## src/rtl/lane_steer_pkg.sv

```systemverilog
package lane_steer_pkg;

    localparam int BYTE_W = 8;

    typedef enum logic [1:0] {
        SZ_WORD = 2'd0,
        SZ_HALF = 2'd1,
        SZ_BYTE = 2'd2
    } acc_size_e;

    // byte flag wins when both flags are raised
    function automatic acc_size_e decode_size(input logic is_byte, input logic is_half);
        if (is_byte)      return SZ_BYTE;
        else if (is_half) return SZ_HALF;
        else              return SZ_WORD;
    endfunction

endpackage

```

## src/rtl/lane_offset.sv

```systemverilog
module lane_offset #(
    parameter int OFS_W = 2
) (
    input  logic [OFS_W-1:0] opa_lo,
    input  logic [OFS_W-1:0] opb_lo,
    output logic [OFS_W-1:0] lane_ofs
);
    // carry out of the low bits is discarded: modulo lane count
    always_comb begin
        lane_ofs = opa_lo + opb_lo;
    end
endmodule

```

## src/rtl/store_mirror.sv

```systemverilog
module store_mirror
    import lane_steer_pkg::*;
#(
    parameter int DATA_W = 32,
    localparam int NLANE = DATA_W / BYTE_W,
    localparam int OFS_W = $clog2(NLANE)
) (
    input  acc_size_e          size,
    input  logic [OFS_W-1:0]   lane_ofs,
    input  logic [DATA_W-1:0]  store_val,
    output logic [DATA_W-1:0]  wdata,
    output logic [NLANE-1:0]   ben
);
    logic [NLANE-1:0] ben_byte;
    logic [NLANE-1:0] ben_half;
    logic [DATA_W-1:0] mir_byte;
    logic [DATA_W-1:0] mir_half;

    for (genvar i = 0; i < NLANE; i++) begin : g_lane
        // bus lane i holds big-endian lane NLANE-1-i
        localparam int BE_IDX = NLANE - 1 - i;
        assign ben_byte[i] = (OFS_W'(BE_IDX) == lane_ofs);
        assign ben_half[i] = (OFS_W'(BE_IDX >> 1) == (lane_ofs >> 1));
        assign mir_byte[i*BYTE_W +: BYTE_W] = store_val[BYTE_W-1:0];
        assign mir_half[i*BYTE_W +: BYTE_W] = store_val[(i % 2)*BYTE_W +: BYTE_W];
    end

    always_comb begin
        unique case (size)
            SZ_BYTE: begin
                wdata = mir_byte;
                ben   = ben_byte;
            end
            SZ_HALF: begin
                wdata = mir_half;
                ben   = ben_half;
            end
            default: begin
                wdata = store_val;
                ben   = '1;
            end
        endcase
    end
endmodule

```

## src/rtl/mem_stage_reg.sv

```systemverilog
module mem_stage_reg #(
    parameter int DATA_W = 32,
    parameter int NLANE  = 4
) (
    input  logic              clk,
    input  logic              rst_n,
    input  logic              adv,
    input  logic [DATA_W-1:0] wdata_in,
    input  logic [NLANE-1:0]  ben_in,
    output logic [DATA_W-1:0] wdata_out,
    output logic [NLANE-1:0]  ben_out
);
    typedef struct packed {
        logic [DATA_W-1:0] wdata;
        logic [NLANE-1:0]  ben;
    } stage_t;

    stage_t st_d, st_q;

    always_comb begin
        st_d = st_q;
        if (adv) begin
            st_d.wdata = wdata_in;
            st_d.ben   = ben_in;
        end
    end

    always_ff @(posedge clk) begin
        if (!rst_n) st_q <= '0;
        else        st_q <= st_d;
    end

    assign wdata_out = st_q.wdata;
    assign ben_out   = st_q.ben;
endmodule

```

## src/rtl/load_align.sv

```systemverilog
module load_align
    import lane_steer_pkg::*;
#(
    parameter int DATA_W = 32,
    localparam int NLANE = DATA_W / BYTE_W,
    localparam int NHALF = NLANE / 2,
    localparam int OFS_W = $clog2(NLANE)
) (
    input  acc_size_e          size,
    input  logic [OFS_W-1:0]   lane_ofs,
    input  logic [DATA_W-1:0]  raw,
    output logic [DATA_W-1:0]  rdata
);
    logic [BYTE_W-1:0]   lane_be [NLANE];
    logic [2*BYTE_W-1:0] half_be [NHALF];
    logic [OFS_W-2:0]    half_idx;

    for (genvar k = 0; k < NLANE; k++) begin : g_lane
        assign lane_be[k] = raw[DATA_W-1-k*BYTE_W -: BYTE_W];
    end
    for (genvar h = 0; h < NHALF; h++) begin : g_half
        assign half_be[h] = raw[DATA_W-1-h*2*BYTE_W -: 2*BYTE_W];
    end

    assign half_idx = lane_ofs[OFS_W-1:1];

    always_comb begin
        rdata = '0;
        unique case (size)
            SZ_BYTE: rdata[BYTE_W-1:0]   = lane_be[lane_ofs];
            SZ_HALF: rdata[2*BYTE_W-1:0] = half_be[half_idx];
            default: rdata               = raw;
        endcase
    end
endmodule

```

## src/rtl/lane_steer.sv

```systemverilog
module lane_steer
    import lane_steer_pkg::*;
#(
    parameter int DATA_W = 32,
    localparam int NLANE = DATA_W / BYTE_W,
    localparam int OFS_W = $clog2(NLANE)
) (
    input  logic              clk,
    input  logic              rst_n,
    input  logic              ex_adv,
    input  logic              ex_byte,
    input  logic              ex_half,
    input  logic [OFS_W-1:0]  ex_opa_lo,
    input  logic [OFS_W-1:0]  ex_opb_lo,
    input  logic [DATA_W-1:0] ex_store_val,
    output logic [OFS_W-1:0]  ex_lane_ofs,
    output logic [DATA_W-1:0] ex_wdata,
    output logic [NLANE-1:0]  ex_ben,
    output logic [DATA_W-1:0] mem_wdata,
    output logic [NLANE-1:0]  mem_ben,
    input  logic [OFS_W-1:0]  wb_lane_ofs,
    input  logic              wb_byte,
    input  logic              wb_half,
    input  logic [DATA_W-1:0] wb_rdata_raw,
    output logic [DATA_W-1:0] wb_rdata
);
    acc_size_e ex_size;
    acc_size_e wb_size;

    assign ex_size = decode_size(ex_byte, ex_half);
    assign wb_size = decode_size(wb_byte, wb_half);

    lane_offset #(.OFS_W(OFS_W)) u_ofs (
        .opa_lo   (ex_opa_lo),
        .opb_lo   (ex_opb_lo),
        .lane_ofs (ex_lane_ofs)
    );

    store_mirror #(.DATA_W(DATA_W)) u_mirror (
        .size      (ex_size),
        .lane_ofs  (ex_lane_ofs),
        .store_val (ex_store_val),
        .wdata     (ex_wdata),
        .ben       (ex_ben)
    );

    mem_stage_reg #(.DATA_W(DATA_W), .NLANE(NLANE)) u_memreg (
        .clk       (clk),
        .rst_n     (rst_n),
        .adv       (ex_adv),
        .wdata_in  (ex_wdata),
        .ben_in    (ex_ben),
        .wdata_out (mem_wdata),
        .ben_out   (mem_ben)
    );

    load_align #(.DATA_W(DATA_W)) u_align (
        .size     (wb_size),
        .lane_ofs (wb_lane_ofs),
        .raw      (wb_rdata_raw),
        .rdata    (wb_rdata)
    );
endmodule

```

## config.mk

```make
export PLATFORM = sky130hd
export DESIGN_NAME = lane_steer
export DESIGN_NICKNAME = d
export VERILOG_FILES = /design/src/rtl/lane_steer_pkg.sv /design/src/rtl/lane_offset.sv /design/src/rtl/store_mirror.sv /design/src/rtl/mem_stage_reg.sv /design/src/rtl/load_align.sv /design/src/rtl/lane_steer.sv
export SDC_FILE = /design/constraint.sdc
export NUM_CORES = 1
export LEC_CHECK = 0
export BUFFER_PORTS_ARGS = -buffer_cell sky130_fd_sc_hd__buf_2
export CORE_ASPECT_RATIO = 1.5
export CORE_MARGIN = 4
export CORE_UTILIZATION = 45
export CTS_CLUSTER_DIAMETER = 50
export DETAILED_ROUTE_END_ITERATION = 7
export PLACE_DENSITY = 0.85
export SLEW_MARGIN = 20
export SYNTH_ARGS = -nofsm -noshare
export SYNTH_HDL_FRONTEND = slang
export SYNTH_HIERARCHICAL = 1
export SYNTH_SLANG_ARGS = --single-unit
```

## constraint.sdc

```tcl
create_clock -name clk -period 4.15 [get_ports clk]
set_clock_uncertainty 0.2 [all_clocks]
set_input_delay 0 -clock clk [delete_from_list [all_inputs] [get_ports clk]]
set_output_delay 0 -clock clk [all_outputs]
set_load 0.02 [all_outputs]
```

Yosys cells after proc, flatten, opt, wreduce, memory -nomap -nowiden. Index checks and enable logic that the tools add are counted. W data, S select, Z words.

$add $sub $neg: 1. Magnitude comparators: 2. Equality and inequality tests: 7. Mux-type cells: 15. Bitwise logic cells: 2. Reduce and logical (&&, ||, !) cells: 3.

Operators with widths (count): $mux W16 (4); $pmux W32 S2 (1); $pmux W8 S2 (2); $bmux W8 S2 (1); $mux W8 (2); $pmux W4 S2 (1); $eq A2 B1 Y1 const B (2); $eq A2 B2 Y1 const A (2); $eq A2 B2 Y1 const B (2); $logic_not A2 Y1 (2); $mux W2 (2); $ge A3 B3 Y1 const B (1); $not A2 Y3 (1); $add A2 B2 Y2 (1); $eq A1 B2 Y1 const A (1); $ge A2 B2 Y1 const B (1); $mux W1 (2); $not A1 Y2 (1); $reduce_or A2 Y1 (1).

Bits in registers: 36. Input port bits: 77. Output and inout bits: 106. Word-level logic and storage cells: 32.

Depth between registers and ports, before layout.
Depth after elaboration: 5. Gate-level depth with buffers: 10. Depth with buffers taken out: 8.

By module. The synthesis kept the hierarchy.

By module, submodules not included: mem_stage_reg (instances 1, cells an instance 115, area each 1388.8 sq um, sequential area each 720.7 sq um); load_align (instances 1, cells an instance 73, area each 565.5 sq um, sequential area each 0.0 sq um); store_mirror (instances 1, cells an instance 89, area each 530.5 sq um, sequential area each 0.0 sq um); lane_offset (instances 1, cells an instance 2, area each 36.3 sq um, sequential area each 0.0 sq um); lane_steer (instances 1, cells an instance 2, area each 27.5 sq um, sequential area each 0.0 sq um).

Worst setup path after synthesis. OpenSTA, ideal clock, no wires.

Path kind: input -> register. Start: input ex_half. End: register u_memreg.st_q, in the netlist u_memreg/wdata_out[21]. Library setup time: 66 ps. Arrival time: 1596 ps. Required time: 3884 ps. Setup slack: 2288 ps. Stages: 8. Path buffers: 2. Cells stage by stage: nor2b_4 inv_1 ha_1 buf_6 buf_1 o21ai_0 mux2i_1 nor2b_1.

Cells in the longest elaborated chain, start to end: 4. Elaborated cells between the ends (all ways): 5. Classes of those cells: 2 x eq/ne; 3 x mux.

Ends and longest elaborated chain: start: declaration (line lane_steer.sv:12) `input logic ex_half,`; $mux W1 * (line lane_steer_pkg.sv:14) `else if (is_half) return SZ_HALF;`; $mux W2 * (line lane_steer_pkg.sv:13) `if (is_byte) return SZ_BYTE;`; $eq A2 B1 Y1 / $eq A2 B2 Y1 (equally long branches) (line store_mirror.sv:29) `unique case (size)`; $pmux W32 S2 * (line store_mirror.sv:29); named net ex_wdata[21] (line lane_steer.sv:17) `output logic [DATA_W-1:0] ex_wdata,`; end signal: assignment (line mem_stage_reg.sv:30) `else st_q <= st_d;`; end: declaration (line mem_stage_reg.sv:18) `stage_t st_d, st_q;`.

Mark *: on every way through the listed nets, which the timed path passes. The rest lies on a longest branch. A chain may end at the register's enable or synchronous reset.

Final worst setup path.
Start: input ex_byte. End: output ex_wdata[23].

Cells in the longest elaborated chain, start to end: 3. Elaborated cells between the ends (all ways): 4. Classes of those cells: 2 x eq/ne; 2 x mux.

Ends and longest elaborated chain: start: declaration (line lane_steer.sv:11) `input logic ex_byte,`; $mux W2 * (line lane_steer_pkg.sv:13); named net ex_size[0] (line lane_steer.sv:27) `acc_size_e ex_size;`; $eq A2 B1 Y1 / $eq A2 B2 Y1 (equally long branches) (line store_mirror.sv:29); $pmux W32 S2 * (line store_mirror.sv:29); end: declaration (line lane_steer.sv:17).

Marks and branches as above.

==> impl_results.md <==
* Status: complete, no violations
* Maxcap violations at 0
* Synth Instances at 281
* Post-CTS Setup Bufs at 0
* DRC viols at 0
* Clock buffer count from CTS at 5
* Total gr overflow at 0
* Via count at 3011
* Avg Cell Area, Syn at 9.07 µm²
* GR Util All Layers at 27.5%
* Pre-antenna DRT Iters at 4
* Seq cells post-synth at 36
* CP max FO at 12
* Ports at 183
* Clock transition at the registers of the reported paths at 70 ps
* Int Power at 695 µW
* Final critical-path share of the clock period at 51.7%
* Flop2flop setup slack at 3150 ps
* CP delay by family, top: simple AND/OR/NAND/NOR gates
* Hold path start: ex_store_val[28]
* Clk_lat worst skew at 280 ps
* Die X at 69.4 µm
* CTS max path bufs at 2
* Yosys warning total at 6
* CP cell instances: buf_2 -> nor2b_4 -> ha_1 -> or2_1 -> nand2_1 -> o21ai_0 -> buf_2
* Cell mode on critical path: buf_2
* Worst reg-to-reg path cell count at 2
* Mapped Area at 2550 µm²
* Port Buffers at 182
* Root Driver: clkbuf_8
* Die area at 6960 µm²
* Initial core utilization at 46.4%
* Endpoints failing setup at 0
* Worst r2r src: u_memreg/wdata_out[30]
* PD cells at 309 nW/µm²
* Share of cells above drive strength 1 at 42.0%
* Vias in the first global route at 3016
* Sw power at 441 µW
* Worst setup path start: ex_byte
* Pins Over Slew Limit at 0
* Max VDD drop at 256 µV
* Antenna cells at 0
* Top cells by count, synth: mux2i_1, nor2b_1, dfxtp_1
* CP max-delay cell: ha_1
* Post-DR wirelength/cell at 18.3 µm
* Fmax at 0.466 GHz
* LEAKAGE at 0.00198 µW
* RSZ-0062 raised after global routing: false
* Setup crit end kind: output port
* WS Path Type: input pin to output port
* Cell variety after synth at 29
* Final GP Congestion at 1.05
* Placed inst area at 3300 µm²
* Min Clock Period, post-route at 2150 ps
* Reg2reg end: u_memreg/wdata_out[30]
* Vias per Instance at 5.59
* Area Growth Syn to Fin at 44.1%
* Sequential share of power at 33.7%
* Antenna-violating nets left at 0
* Hold Path End: u_memreg/wdata_out[28]
* Largest stage delay, worst path at 450 ps
* Pin count of the biggest net entering global routing at 39
* Post-synth EDFFs at 0
* First-pass GRT wire length at 15400 µm
* Final #Nets at 551
* Initial antenna violation count at 0
* Top_reg_cell synth: dfxtp_1
* Core area at 5490 µm²
* Initial DRC count at 137
* Hold Path Stages at 5
* Synthesized Nets at 364
* Count leader, synth: mux2i_1
* Worst EP arrival at 1950 ps
* Switching share of power at 38.8%
* Non-Filler Cell Area, Final at 3670 µm²
* Synth area leader: dfxtp_1
* Yosys top cell area share at 28.3%
* Final setup TNS at 0 ps
* H-tree depth at 2
* Clock sink count at 36
* Clock group share of total power at 23.1%
* CP bufs+invs at 2
* Dpl hpwl at 6620 µm
* CTS tree: yes
* Worst Hold Class: input pin to register
* Startpoint types: input pin
* Comb pwr share at 43.2%
* Die Ht at 100 µm
* Asr flop ratio synth at 0%
* Worst slew pin tran at 1070 ps
* Total wire length at 9870 µm
* Seq/Total Area, Yosys at 28.3%
* Row cnt at 33
* Synth top area cells: dfxtp_1, mux2i_1, nor2b_1
* Relative slew slack at 28.6%
* Critical path required time at 3950 ps
* Final Hold Fails at 0
-- metrics by stage --
| step | util [%] | hold slack [ps] | setup slack, ps | cells | power (µW) |
|---|---|---|---|---|---|
| floorplan | - | -82.9 | 2290 | 281 | 697 |
| global placement | 60.1 | 89.1 | 2050 | 503 | 835 |
| detailed placement | 60.1 | 90.0 | 2030 | 503 | 841 |
| CTS | 66.9 | 6.18 | 2030 | 539 | 1120 |
| global route | 66.9 | 46.4 | 1850 | 539 | 1180 |
| finish | 66.9 | 28.4 | 2000 | 539 | 1140 |
-- logic make-up after synthesis --
kind of cell | after synthesis | share of synthesized area, %
and+or+nand+nor | 92 | 20.2
AOI/OAI and AO/OA | 64 | 19.3
muxes | 44 | 17.3
buffers and inverters | 38 | 11.0
DFF | 36 | 28.3
adders and majority gates | 6 | 2.95
xor gates and xnor gates | 1 | 0.933
-- layout make-up --
type / instances / area [µm²]
Fill cell: 382 / 1820
Multi-Input combinational cell: 207 / 1550
Timing Repair Buffer: 211 / 1200
Sequential cell: 36 / 721
Tap cell: 70 / 87.6
Clock buffer: 7 / 86.3
Inverter: 7 / 26.3
Clock inverter: 1 / 7.51
-- registers in the layout, summed over array words and instances, names as in the netlist --
register,cells
u_memreg/ben_out,4
u_memreg/wdata_out,32
-- cell usage in the layout, fill, tap and decap left out --
master	count
nand2_1	24
a22o_1	22
o21bai_2	1
or2_1	2
inv_1	7
clkbuf_8	6
o21ai_1	2
mux2i_1	44
o21ai_0	14
and2_1	16
dfxtp_1	36
o21bai_1	4
clkinvlp_4	1
clkbuf_1	1
a221o_1	8
nor2b_1	37
or3b_1	1
dlygate4sd3_1	28
a21oi_2	1
nor3_2	1
ha_1	6
a21oi_1	2
a22oi_1	8
a22o_2	2
nor2b_4	2
buf_2	182
nor2_1	9
xor3_1	1
buf_4	1
-- worst reg2reg max path: cells and delay by family (launching register included) --
kind             cells  cell delay (ps)
DFF                  1              320
and+or+nand+nor      1              110
muxes                1              240
-- worst max path at each step --
stage | to | slack [ps] | depth (start not counted)
6_report | ex_wdata[23] | 2000 | 7
5_1_grt | wb_rdata[13] | 1850 | 8
4_1_cts | wb_rdata[3] | 2030 | 8
3_5_place_dp | wb_rdata[3] | 2030 | 8
3_3_place_gp | u_memreg/wdata_out[11] | 2050 | 9
2_1_floorplan | u_memreg/wdata_out[21] | 2290 | 8
-- power groups by stage --
| stage | registers (µW) | logic [µW] | clock network (µW) |
|---|---|---|---|
| floorplan | 418 | 279 | 0 |
| global placement | 388 | 447 | 0 |
| detailed placement | 389 | 452 | 0 |
| CTS | 382 | 474 | 269 |
| global route | 386 | 521 | 277 |
| finish | 383 | 491 | 262 |
-- layer usage --
| layer | global-route usage [%] | part of all wire (%) |
|---|---|---|
| met5 | 0 | 0 |
| met2 | 47.6 | 48 |
| met4 | 16.4 | 5.5 |
| met3 | 8.52 | 12 |
| met1 | 29.1 | 34 |
-- timing repair --
action / 4_1_cts / 5_1_grt
hold endpoints to repair: 28 / 0
hold buffers: 28 / 0
gates resized for setup: 0 / 0
Power figures use the tool's default switching activity.
